**config.mk**
```make
export PLATFORM = sky130hd
export DESIGN_NAME = bpd_line_decoder
export DESIGN_NICKNAME = d
export VERILOG_FILES = /design/src/rtl/bpd_pkg.sv /design/src/rtl/bpd_pol_track.sv /design/src/rtl/bpd_sub_line.sv /design/src/rtl/bpd_cv_count.sv /design/src/rtl/bpd_line_decoder.sv
export SDC_FILE = /design/constraint.sdc
export NUM_CORES = 1
export LEC_CHECK = 0
export ABC_CLOCK_PERIOD_IN_PS = 3000
export BUFFER_PORTS_ARGS = -buffer_cell sky130_fd_sc_hd__clkbuf_2
export CORE_UTILIZATION = 35
export DETAILED_ROUTE_END_ITERATION = 8
export SETUP_SLACK_MARGIN = 0.02
export SLEW_MARGIN = 10
export SYNTH_ARGS = -nofsm -noshare
export SYNTH_HDL_FRONTEND = slang
export SYNTH_SLANG_ARGS = --single-unit
```
**constraint.sdc**
```tcl
create_clock -name clk -period 3 [get_ports clk]
set_input_delay 0.6 -clock clk [delete_from_list [all_inputs] [get_ports clk]]
set_output_delay 0.6 -clock clk [all_outputs]
set_load 0.01 [all_outputs]
```
**src/rtl/bpd_pkg.sv**
```systemverilog
package bpd_pkg;

    typedef enum logic [1:0] {
        LC_AMI  = 2'd0,
        LC_HDB3 = 2'd1,
        LC_B8ZS = 2'd2,
        LC_RSVD = 2'd3
    } lcode_e;

    // One received symbol in the delay line: raw rails plus decoded view
    typedef struct packed {
        logic p;
        logic n;
        logic one;
        logic viol;
    } slot_t;

    localparam int HDB3_SPAN  = 4;
    localparam int B8ZS_SPAN  = 8;
    localparam int ZRUN_LIMIT = 4;

endpackage

```
**src/rtl/bpd_pol_track.sv**
```systemverilog
module bpd_pol_track
    import bpd_pkg::*;
#(
    parameter int ZRUN_MAX = ZRUN_LIMIT
) (
    input  logic clk,
    input  logic rst_n,
    input  logic bit_en,
    input  logic rail_p,
    input  logic rail_n,
    output logic sym_mark,
    output logic sym_both,
    output logic sym_bpv,
    output logic zrun_hit
);

    localparam int ZW = $clog2(ZRUN_MAX + 1);

    typedef struct packed {
        logic          last_neg;
        logic          seen;
        logic [ZW-1:0] zrun;
    } trk_t;

    trk_t st_d, st_q;

    always_comb begin
        st_d     = st_q;
        sym_both = rail_p & rail_n;
        sym_mark = rail_p ^ rail_n;
        sym_bpv  = sym_mark & st_q.seen & (rail_n == st_q.last_neg);
        zrun_hit = ~rail_p & ~rail_n & (st_q.zrun == ZW'(ZRUN_MAX - 1));
        if (bit_en) begin
            if (sym_mark) begin
                st_d.last_neg = rail_n;
                st_d.seen     = 1'b1;
                st_d.zrun     = '0;
            end else if (sym_both) begin
                st_d.zrun = '0;
            end else if (st_q.zrun != ZW'(ZRUN_MAX)) begin
                st_d.zrun = st_q.zrun + ZW'(1);
            end
        end
    end

    always_ff @(posedge clk) begin
        if (!rst_n) begin
            st_q <= '0;
        end else begin
            st_q <= st_d;
        end
    end

endmodule

```
**src/rtl/bpd_sub_line.sv**
```systemverilog
module bpd_sub_line
    import bpd_pkg::*;
(
    input  logic   clk,
    input  logic   rst_n,
    input  logic   bit_en,
    input  lcode_e code,
    input  logic   ext_chk,
    input  logic   rail_p,
    input  logic   rail_n,
    input  logic   sym_mark,
    input  logic   sym_both,
    input  logic   sym_bpv,
    input  logic   zrun_hit,
    output logic   cv_evt,
    output logic   nrz_q,
    output logic   cv_q
);

    localparam int DEPTH = B8ZS_SPAN;

    typedef struct packed {
        slot_t [DEPTH-1:0] line;
        logic              have_v;
        logic              lastv_neg;
        logic              nrz;
        logic              cv;
    } line_st_t;

    line_st_t st_d, st_q;

    slot_t             fresh;
    slot_t             tap;
    slot_t [DEPTH-1:0] nl;
    logic              hdb_hit;
    logic              b8_hit;

    function automatic logic is_space(slot_t s);
        return ~s.p & ~s.n;
    endfunction

    function automatic logic is_mk(slot_t s, logic neg);
        return (s.p ^ s.n) & (s.n == neg);
    endfunction

    always_comb begin
        st_d    = st_q;
        st_d.cv = 1'b0;

        fresh.p    = rail_p;
        fresh.n    = rail_n;
        fresh.one  = rail_p | rail_n;
        fresh.viol = sym_both | sym_bpv
                   | ((code == LC_HDB3) & ext_chk & zrun_hit);

        tap    = (code == LC_B8ZS) ? st_q.line[B8ZS_SPAN-1] : st_q.line[HDB3_SPAN-1];
        cv_evt = bit_en & tap.viol;

        hdb_hit = (code == LC_HDB3) & sym_mark & sym_bpv
                & is_space(st_q.line[0]) & is_space(st_q.line[1])
                & ~(st_q.line[2].p & st_q.line[2].n);

        b8_hit = (code == LC_B8ZS) & sym_mark
               & is_mk(st_q.line[0], ~rail_n) & is_space(st_q.line[1])
               & is_mk(st_q.line[2], ~rail_n) & is_mk(st_q.line[3], rail_n)
               & is_space(st_q.line[4]) & is_space(st_q.line[5])
               & is_space(st_q.line[6]);

        nl[0] = fresh;
        for (int i = 1; i < DEPTH; i++) begin
            nl[i] = st_q.line[i-1];
        end

        if (hdb_hit) begin
            for (int i = 0; i < HDB3_SPAN; i++) begin
                nl[i].one = 1'b0;
            end
            nl[0].viol = st_q.have_v & (st_q.lastv_neg == rail_n);
        end

        if (b8_hit) begin
            for (int i = 0; i < B8ZS_SPAN; i++) begin
                nl[i].one = 1'b0;
            end
            nl[1].viol = 1'b0;
            nl[4].viol = 1'b0;
        end

        if (bit_en) begin
            st_d.nrz  = tap.one;
            st_d.cv   = tap.viol;
            st_d.line = nl;
            if (hdb_hit) begin
                st_d.have_v    = 1'b1;
                st_d.lastv_neg = rail_n;
            end
        end

        nrz_q = st_q.nrz;
        cv_q  = st_q.cv;
    end

    always_ff @(posedge clk) begin
        if (!rst_n) begin
            st_q <= '0;
        end else begin
            st_q <= st_d;
        end
    end

endmodule

```
**src/rtl/bpd_cv_count.sv**
```systemverilog
module bpd_cv_count #(
    parameter int CNT_W = 16
) (
    input  logic             clk,
    input  logic             rst_n,
    input  logic             inc,
    input  logic             latch,
    output logic [CNT_W-1:0] cnt_live,
    output logic [CNT_W-1:0] cnt_rd
);

    localparam logic [CNT_W-1:0] CNT_MAX = '1;

    typedef struct packed {
        logic [CNT_W-1:0] live;
        logic [CNT_W-1:0] rd;
    } cnt_st_t;

    cnt_st_t st_d, st_q;

    always_comb begin
        st_d = st_q;
        if (latch) begin
            st_d.rd   = st_q.live;
            st_d.live = inc ? CNT_W'(1) : '0;
        end else if (inc && (st_q.live != CNT_MAX)) begin
            st_d.live = st_q.live + CNT_W'(1);
        end
        cnt_live = st_q.live;
        cnt_rd   = st_q.rd;
    end

    always_ff @(posedge clk) begin
        if (!rst_n) begin
            st_q <= '0;
        end else begin
            st_q <= st_d;
        end
    end

endmodule

```
**src/rtl/bpd_line_decoder.sv**
```systemverilog
module bpd_line_decoder
    import bpd_pkg::*;
#(
    parameter int CNT_W = 16
) (
    input  logic             clk,
    input  logic             rst_n,
    input  logic             bit_en,
    input  logic             rail_p,
    input  logic             rail_n,
    input  logic [1:0]       code_sel,
    input  logic             ext_zero_chk,
    input  logic             cnt_latch,
    output logic             nrz_data,
    output logic             cv_flag,
    output logic [CNT_W-1:0] cnt_value
);

    logic             sym_mark;
    logic             sym_both;
    logic             sym_bpv;
    logic             zrun_hit;
    logic             cv_evt;
    logic [CNT_W-1:0] cnt_live;
    lcode_e           code;

    assign code = lcode_e'(code_sel);

    bpd_pol_track #(
        .ZRUN_MAX (ZRUN_LIMIT)
    ) u_track (
        .clk      (clk),
        .rst_n    (rst_n),
        .bit_en   (bit_en),
        .rail_p   (rail_p),
        .rail_n   (rail_n),
        .sym_mark (sym_mark),
        .sym_both (sym_both),
        .sym_bpv  (sym_bpv),
        .zrun_hit (zrun_hit)
    );

    bpd_sub_line u_line (
        .clk      (clk),
        .rst_n    (rst_n),
        .bit_en   (bit_en),
        .code     (code),
        .ext_chk  (ext_zero_chk),
        .rail_p   (rail_p),
        .rail_n   (rail_n),
        .sym_mark (sym_mark),
        .sym_both (sym_both),
        .sym_bpv  (sym_bpv),
        .zrun_hit (zrun_hit),
        .cv_evt   (cv_evt),
        .nrz_q    (nrz_data),
        .cv_q     (cv_flag)
    );

    bpd_cv_count #(
        .CNT_W (CNT_W)
    ) u_count (
        .clk      (clk),
        .rst_n    (rst_n),
        .inc      (cv_evt),
        .latch    (cnt_latch),
        .cnt_live (cnt_live),
        .cnt_rd   (cnt_value)
    );

endmodule

```
==> reports/summary.md, run 1 <==
Final layout
• final design instance area without fill: 0.00363 mm^2
• area growth from synthesis to final layout: 13.8%
• fraction of final layout cells sized beyond drive strength 1: 0.153
• leading cell types in the layout, fill and taps excluded: sky130_fd_sc_hd__dfxtp_1, sky130_fd_sc_hd__nor2b_1, sky130_fd_sc_hd__mux2i_1
• Antenna diodes: 0
• Final #Nets: 373
• most common cell after layout, fill and taps aside: sky130_fd_sc_hd__dfxtp_1

Routing
• first-pass iteration count of the detailed router: 4
• number of nets still failing antenna checks after routing: 0
• total number of vias: 2,312
• Final Routed Wirelength: 5790 um
• routed length per placed instance: 12.4 um
• DRC marker count from the first detailed-route iteration: 67
• via/cell ratio: 4.94
• number of remaining DRC errors: 0

Pwr
• peak supply drop: 0.000235 V
• fraction of power consumed by the clock network: 0.450
• total net switching power: 423 uW
• Reg power frac: 0.496
• design internal power: 1510 uW
• Total Power: 1940 uW
• power density cells: 533 mW/mm^2
• static leakage power: 0.00140 uW
• logic gate share of total power: 0.054
• sw frac: 0.218

Setup path
• dominant delay contributor by cell family on the critical path: simple AND/OR/NAND/NOR gates
• critical path capture point type: register
• worst-path cell chain: clkbuf_2, inv_1, ha_1, nand4b_1, nor4_1, o2111ai_2, nand4b_1, a21boi_0
• endpoint required time on the critical path: 3.23 ns
• largest stage delay on the critical path: 0.39 ns
• worst-path fanout max: 10
• arrival time reported for the critical path endpoint: 2.25 ns
• CP Launch Type: input port
• library cell contributing the largest single delay on the critical path: sky130_fd_sc_hd__ha_1
• classification of the worst setup path: in2reg
• Critical path buffers and inverters: 2
• most repeated library cell on the critical path: sky130_fd_sc_hd__nand4b_1

Logic synthesis
• prevailing post-synth register cell: sky130_fd_sc_hd__dfxtp_1
• Synth Register Bits: 71
• EDFF count, synth: 0
• cell area after synthesis: 0.00319 mm^2
• largest family of logic cells by synthesized area: simple AND/OR/NAND/NOR gates
• top-area cell type share of the netlist area: 0.445
• number of distinct library cells after synthesis: 44
• Synth warnings: 0
• cells after synthesis: 334
• xor/xnor share of the synthesized area: 0.0356
• Seq/Total Area, Yosys: 0.445
• adder and majority gate portion of the synthesized area: 0.0313
• mux contribution to synthesized area: 0.127
• syn_nets: 351
• largest cells by area after synthesis: sky130_fd_sc_hd__dfxtp_1, sky130_fd_sc_hd__mux2i_1, sky130_fd_sc_hd__nor2b_1
• biggest area consumer among synthesized cells: sky130_fd_sc_hd__dfxtp_1
• async set or reset register ratio after synthesis: 0
• Simple-Gate Fraction of Synth Area: 0.257
• per-instance average area after synthesis: 9.56 um^2
• post-synthesis compound-gate area fraction: 0.0670

Clocking
• clock latency of the later-clocked register in the worst-skew pair: 0.34 ns
• post-CTS clock slew at the launch and capture registers of the worst setup and hold paths: 0.08 ns
• H-tree level count: 3
• post-CTS setup buffer count: 0
• TritonCTS clock tree: done
• Post-CTS Resized: 0
• sink count of the clock tree: 71
• number of CTS-inserted buffers: 9
• Clk Tree Root Cell: sky130_fd_sc_hd__clkbuf_8
• maximum clock path buffer count: 2
• Hold Buf Count CTS: 0

Timing
• unrepaired setup endpoints after global routing: false
• final hold vios: 0
• relative slew slack: 0.671
• Setup violations, final: 0
• worst-case clock skew: 0.0104 ns
• final total negative setup slack: 0 ns
• max-slew violation count: 0
• Worst Tran Pin Value: 0.479 ns
• clock period minus final worst setup slack: 2.02 ns
• Final Cycle Share: 0.674
• Fmax: 0.494 GHz
• setup ws final: 0.977 ns

Global routing
• grt total ovfl: 0
• wire length of the first global-routing pass: 10,200 um
• number of global-route vias before repair: 2,179
• initial antenna violation count: 0
• total global routing track utilization: 0.132
• largest net degree at the start of global routing: 57

Die
• starting density of the core: 0.365
• row cnt: 34
• io pins: 27
• die footprint: 0.00951 mm^2
• vertical die dimension: 97.5 um
• core region area: 0.00876 mm^2
• die width: 97.5 um

Place
• final weighted congestion in routability-driven placement: 0.799
• Area after DPL: 0.00341 mm^2
• dpl hpwl: 3940 um
• worst setup slack before clock tree synthesis: 0.594 ns
• number of buffers added on ports: 26

Run status
• result of the run: complete, no violations

Hold path
• classification of the worst-slack hold path: reg2reg

Run
• Max Cap Viol: 0

[registers in the layout, indices dropped and copies added (netlist names)]
name,count
u_count.cnt_live,16
u_count.cnt_rd,16
u_line.cv_q,1
u_line.nl,19
u_line.nrz_q,1
u_line.st_q,13
u_track.st_q,5
[area by class of cell]
type,instances,area [um^2]
multi-input cells,235,1660
repair buffers,30,160
flip-flops and latches,71,1420
inverters,9,33.8
clock buffers,11,151
well taps,108,135
clock inverters,4,77.6
fillers,875,5130
[Yosys cell counts, types with 2 or more instances]
cell                       count
sky130_fd_sc_hd__dfxtp_1      71
sky130_fd_sc_hd__nor2b_1      40
sky130_fd_sc_hd__mux2i_1      38
sky130_fd_sc_hd__nand2_1      27
sky130_fd_sc_hd__nor2_1       24
sky130_fd_sc_hd__nand3_1      15
sky130_fd_sc_hd__clkbuf_1     14
sky130_fd_sc_hd__a21boi_0     12
sky130_fd_sc_hd__xnor2_1      10
sky130_fd_sc_hd__inv_1         9
sky130_fd_sc_hd__nand4_1       9
sky130_fd_sc_hd__ha_1          8
sky130_fd_sc_hd__nor4_1        5
sky130_fd_sc_hd__a21oi_1       4
sky130_fd_sc_hd__buf_2         4
sky130_fd_sc_hd__o21ai_0       4
sky130_fd_sc_hd__nand4b_1      3
sky130_fd_sc_hd__xor2_1        3
sky130_fd_sc_hd__a211oi_1      2
sky130_fd_sc_hd__a31oi_1       2
sky130_fd_sc_hd__and2_1        2
sky130_fd_sc_hd__and4_1        2
sky130_fd_sc_hd__nor3_1        2
sky130_fd_sc_hd__nor3b_1       2
sky130_fd_sc_hd__nor4_2        2
sky130_fd_sc_hd__nor4b_1       2
[cell families after synthesis]
group,Yosys count
simple gates,144
flops,71
buf+inv,28
compound gates,30
xor+xnor,13
fa+ha+maj,8
mux,40
[routing by layer]
metal	track usage	part of all wire	up-vias	routed length, um
li1	-	-	1192	-
met1	0.176	0.49	1082	2850
met2	0.204	0.47	36	2730
met3	0.0432	0.034	2	195
met4	0.0373	0.0033	0	19
met5	0	0	-	0
[power by group through the flow]
| stage | logic [uW] | registers [uW] | clock network, uW |
|---|---|---|---|
| after detailed placement | 106 | 982 | 0 |
| after CTS | 107 | 960 | 904 |
| after floorplan | 82.4 | 981 | 0 |
| after global routing | 117 | 962 | 950 |
| final | 105 | 960 | 871 |
| after global placement | 105 | 982 | 0 |
[path summary, 6_finish.rpt]
check                      start        endpoint  slack [ns]  depth (start not counted)
setup / recovery          rail_n  u_line.st_q[5]        0.98                          8
hold / removal    u_line.st_q[3]  u_line.st_q[3]        0.48                          1
setup reg to reg    u_line.nl[6]  u_line.st_q[5]        1.16                          7
hold reg to reg   u_line.st_q[3]  u_line.st_q[3]        0.48                          1
[through the flow]
step	util	cells	hold WS (ns)
3_5_place_dp	0.389	453	0.457
4_1_cts	0.415	468	0.477
3_3_place_gp	0.389	453	0.446
6_report	0.415	468	0.476
5_1_grt	0.415	468	0.499
2_1_floorplan	-	334	0.441
Note: power is estimated with default switching activity, not from simulation.
==> run 2: changes to the inputs <==
- ABC_CLOCK_PERIOD_IN_PS: 3000 -> 1750
- clock period: 3 -> 1.75 ns (I/O delays scaled with it)
==> reports/summary.md, run 2 (synthesized netlist as in run 1, its figures left out) <==
Place
• number of placed instances, taps included: 482
• dpl hpwl: 4500 um
• number of buffers added on ports: 26
• Area after DPL: 0.00364 mm^2
• final weighted congestion in routability-driven placement: 0.781

Global routing
• number of global-route vias before repair: 2,366
• wire length of the first global-routing pass: 10,700 um
• largest net degree at the start of global routing: 28
• total global routing track utilization: 0.138
• initial antenna violation count: 0
• grt total ovfl: 0

Routing
• Routed met3 length: 168 um
• max layer used: met4
• number of nets still failing antenna checks after routing: 0
• Final Routed Wirelength: 6360 um
• number of remaining DRC errors: 0
• DRC marker count from the first detailed-route iteration: 64
• routed length per placed instance: 12.7 um
• sum of routed wire segments on met1: 3140 um
• total number of vias: 2,448
• first-pass iteration count of the detailed router: 4
• Detail Route met2 WL: 2960 um
• via/cell ratio: 4.90

Die
• row cnt: 34
• starting density of the core: 0.365
• die footprint: 0.00951 mm^2
• io pins: 27
• core region area: 0.00876 mm^2
• vertical die dimension: 97.5 um
• die width: 97.5 um

Clocking
• number of CTS-inserted buffers: 9
• sink count of the clock tree: 71
• maximum clock path buffer count: 2
• TritonCTS clock tree: done
• Hold Buf Count CTS: 0
• H-tree level count: 3
• Clk Tree Root Cell: sky130_fd_sc_hd__clkbuf_8
• clock latency of the later-clocked register in the worst-skew pair: 0.34 ns
• post-CTS clock slew at the launch and capture registers of the worst setup and hold paths: 0.08 ns

Setup path
• worst-path fanout max: 5
• largest stage delay on the critical path: 0.35 ns
• CP Launch Type: register
• endpoint required time on the critical path: 1.98 ns
• Setup crit start: u_line.nl[6]
• worst-path cell chain: inv_2, ha_4, nand4b_1, nor4_4, o2111ai_2, nand4_1, a21boi_1
• library cell contributing the largest single delay on the critical path: sky130_fd_sc_hd__dfxtp_2
• launching point of the worst reg2reg path: u_line.nl[6]
• arrival time reported for the critical path endpoint: 1.94 ns
• classification of the worst setup path: reg2reg
• critical path capture point type: register

Timing
• unrepaired setup endpoints after global routing: true
• worst-case clock skew: 0.0105 ns
• final hold vios: 0
• worst hold slack after final layout: 0.370 ns
• Setup violations, final: 0
• max-slew violation count: 0
• Fmax: 0.584 GHz
• relative slew slack: 0.618
• final total negative setup slack: 0 ns
• clock period minus final worst setup slack: 1.71 ns
• Worst Tran Pin Value: 0.572 ns
• Final Cycle Share: 0.978

Final layout
• fraction of final layout cells sized beyond drive strength 1: 0.263
• final design instance area without fill: 0.00396 mm^2
• leading cell types in the layout, fill and taps excluded: sky130_fd_sc_hd__dfxtp_1, sky130_fd_sc_hd__nor2b_1, sky130_fd_sc_hd__mux2i_1
• Final #Nets: 404
• post-route non-filler standard cell count: 500
• most common cell after layout, fill and taps aside: sky130_fd_sc_hd__dfxtp_1
• filler instances: 858
• area growth from synthesis to final layout: 23.8%
• number of flip-flops under the largest register name: 19
• Antenna diodes: 0

Pwr
• static leakage power: 0.00154 uW
• Total Power: 3220 uW
• power density cells: 813 mW/mm^2
• peak supply drop: 0.000419 V

Hold path
• worst hold start: rst_n
• classification of the worst-slack hold path: in2reg

Run status
• result of the run: complete, no violations

Run
• Max Cap Viol: 0

run 2: routing by layer:
layer / up-vias / global-route usage
met1: 1150 / 0.176
met5: - / 0
li1: 1259 / -
met3: 9 / 0.0331
met2: 30 / 0.226
met4: 0 / 0.0486
run 2: worst paths after layout:
path,to,slack [ns],depth (start not counted)
worst max register to register,u_line.st_q[9],0.04,7
worst min register to register,u_line.nl[8],0.46,2
worst min-delay path,u_count.cnt_rd[1],0.37,2
worst max-delay path,u_line.st_q[9],0.04,7
run 2: area by class of cell:
cell class | count | area, um^2 | area share
clock inverters | 4 | 53.8 | 0.0136
repair buffers | 60 | 385 | 0.0974
well taps | 108 | 135 | 0.0342
clock buffers | 12 | 155 | 0.0392
multi-input cells | 236 | 1770 | 0.447
inverters | 9 | 33.8 | 0.00854
flip-flops and latches | 71 | 1430 | 0.360
run 2: power breakdown:
part           total [uW]  internal [uW]  switching, uW
Clock                1360            739            618
Combinational         213            101            112
Sequential           1650           1630           13.2
Total                3220           2470            743
run 2: timing repair:
action,4_1_cts,5_1_grt
resized for setup,0,27
setup buffers,0,1
hold endpoints to repair,0,0
endpoints found under the setup margin,0,13
run 2: per-stage QoR:
step / util / worst slack, ns
floorplan: - / 0.0280
finish: 0.451 / 0.0383
CTS: 0.439 / 0.0500
global placement: 0.416 / -0.00618
detailed placement: 0.416 / -0.0406
global route: 0.451 / -0.0592
run 2: critical path: cells and delay by family (launching register included):
kind,cells,cell delay [ns]
simple gates,3,0.66
fa+ha+maj,1,0.25
flops,1,0.35
buf+inv,1,0.06
compound gates,2,0.30
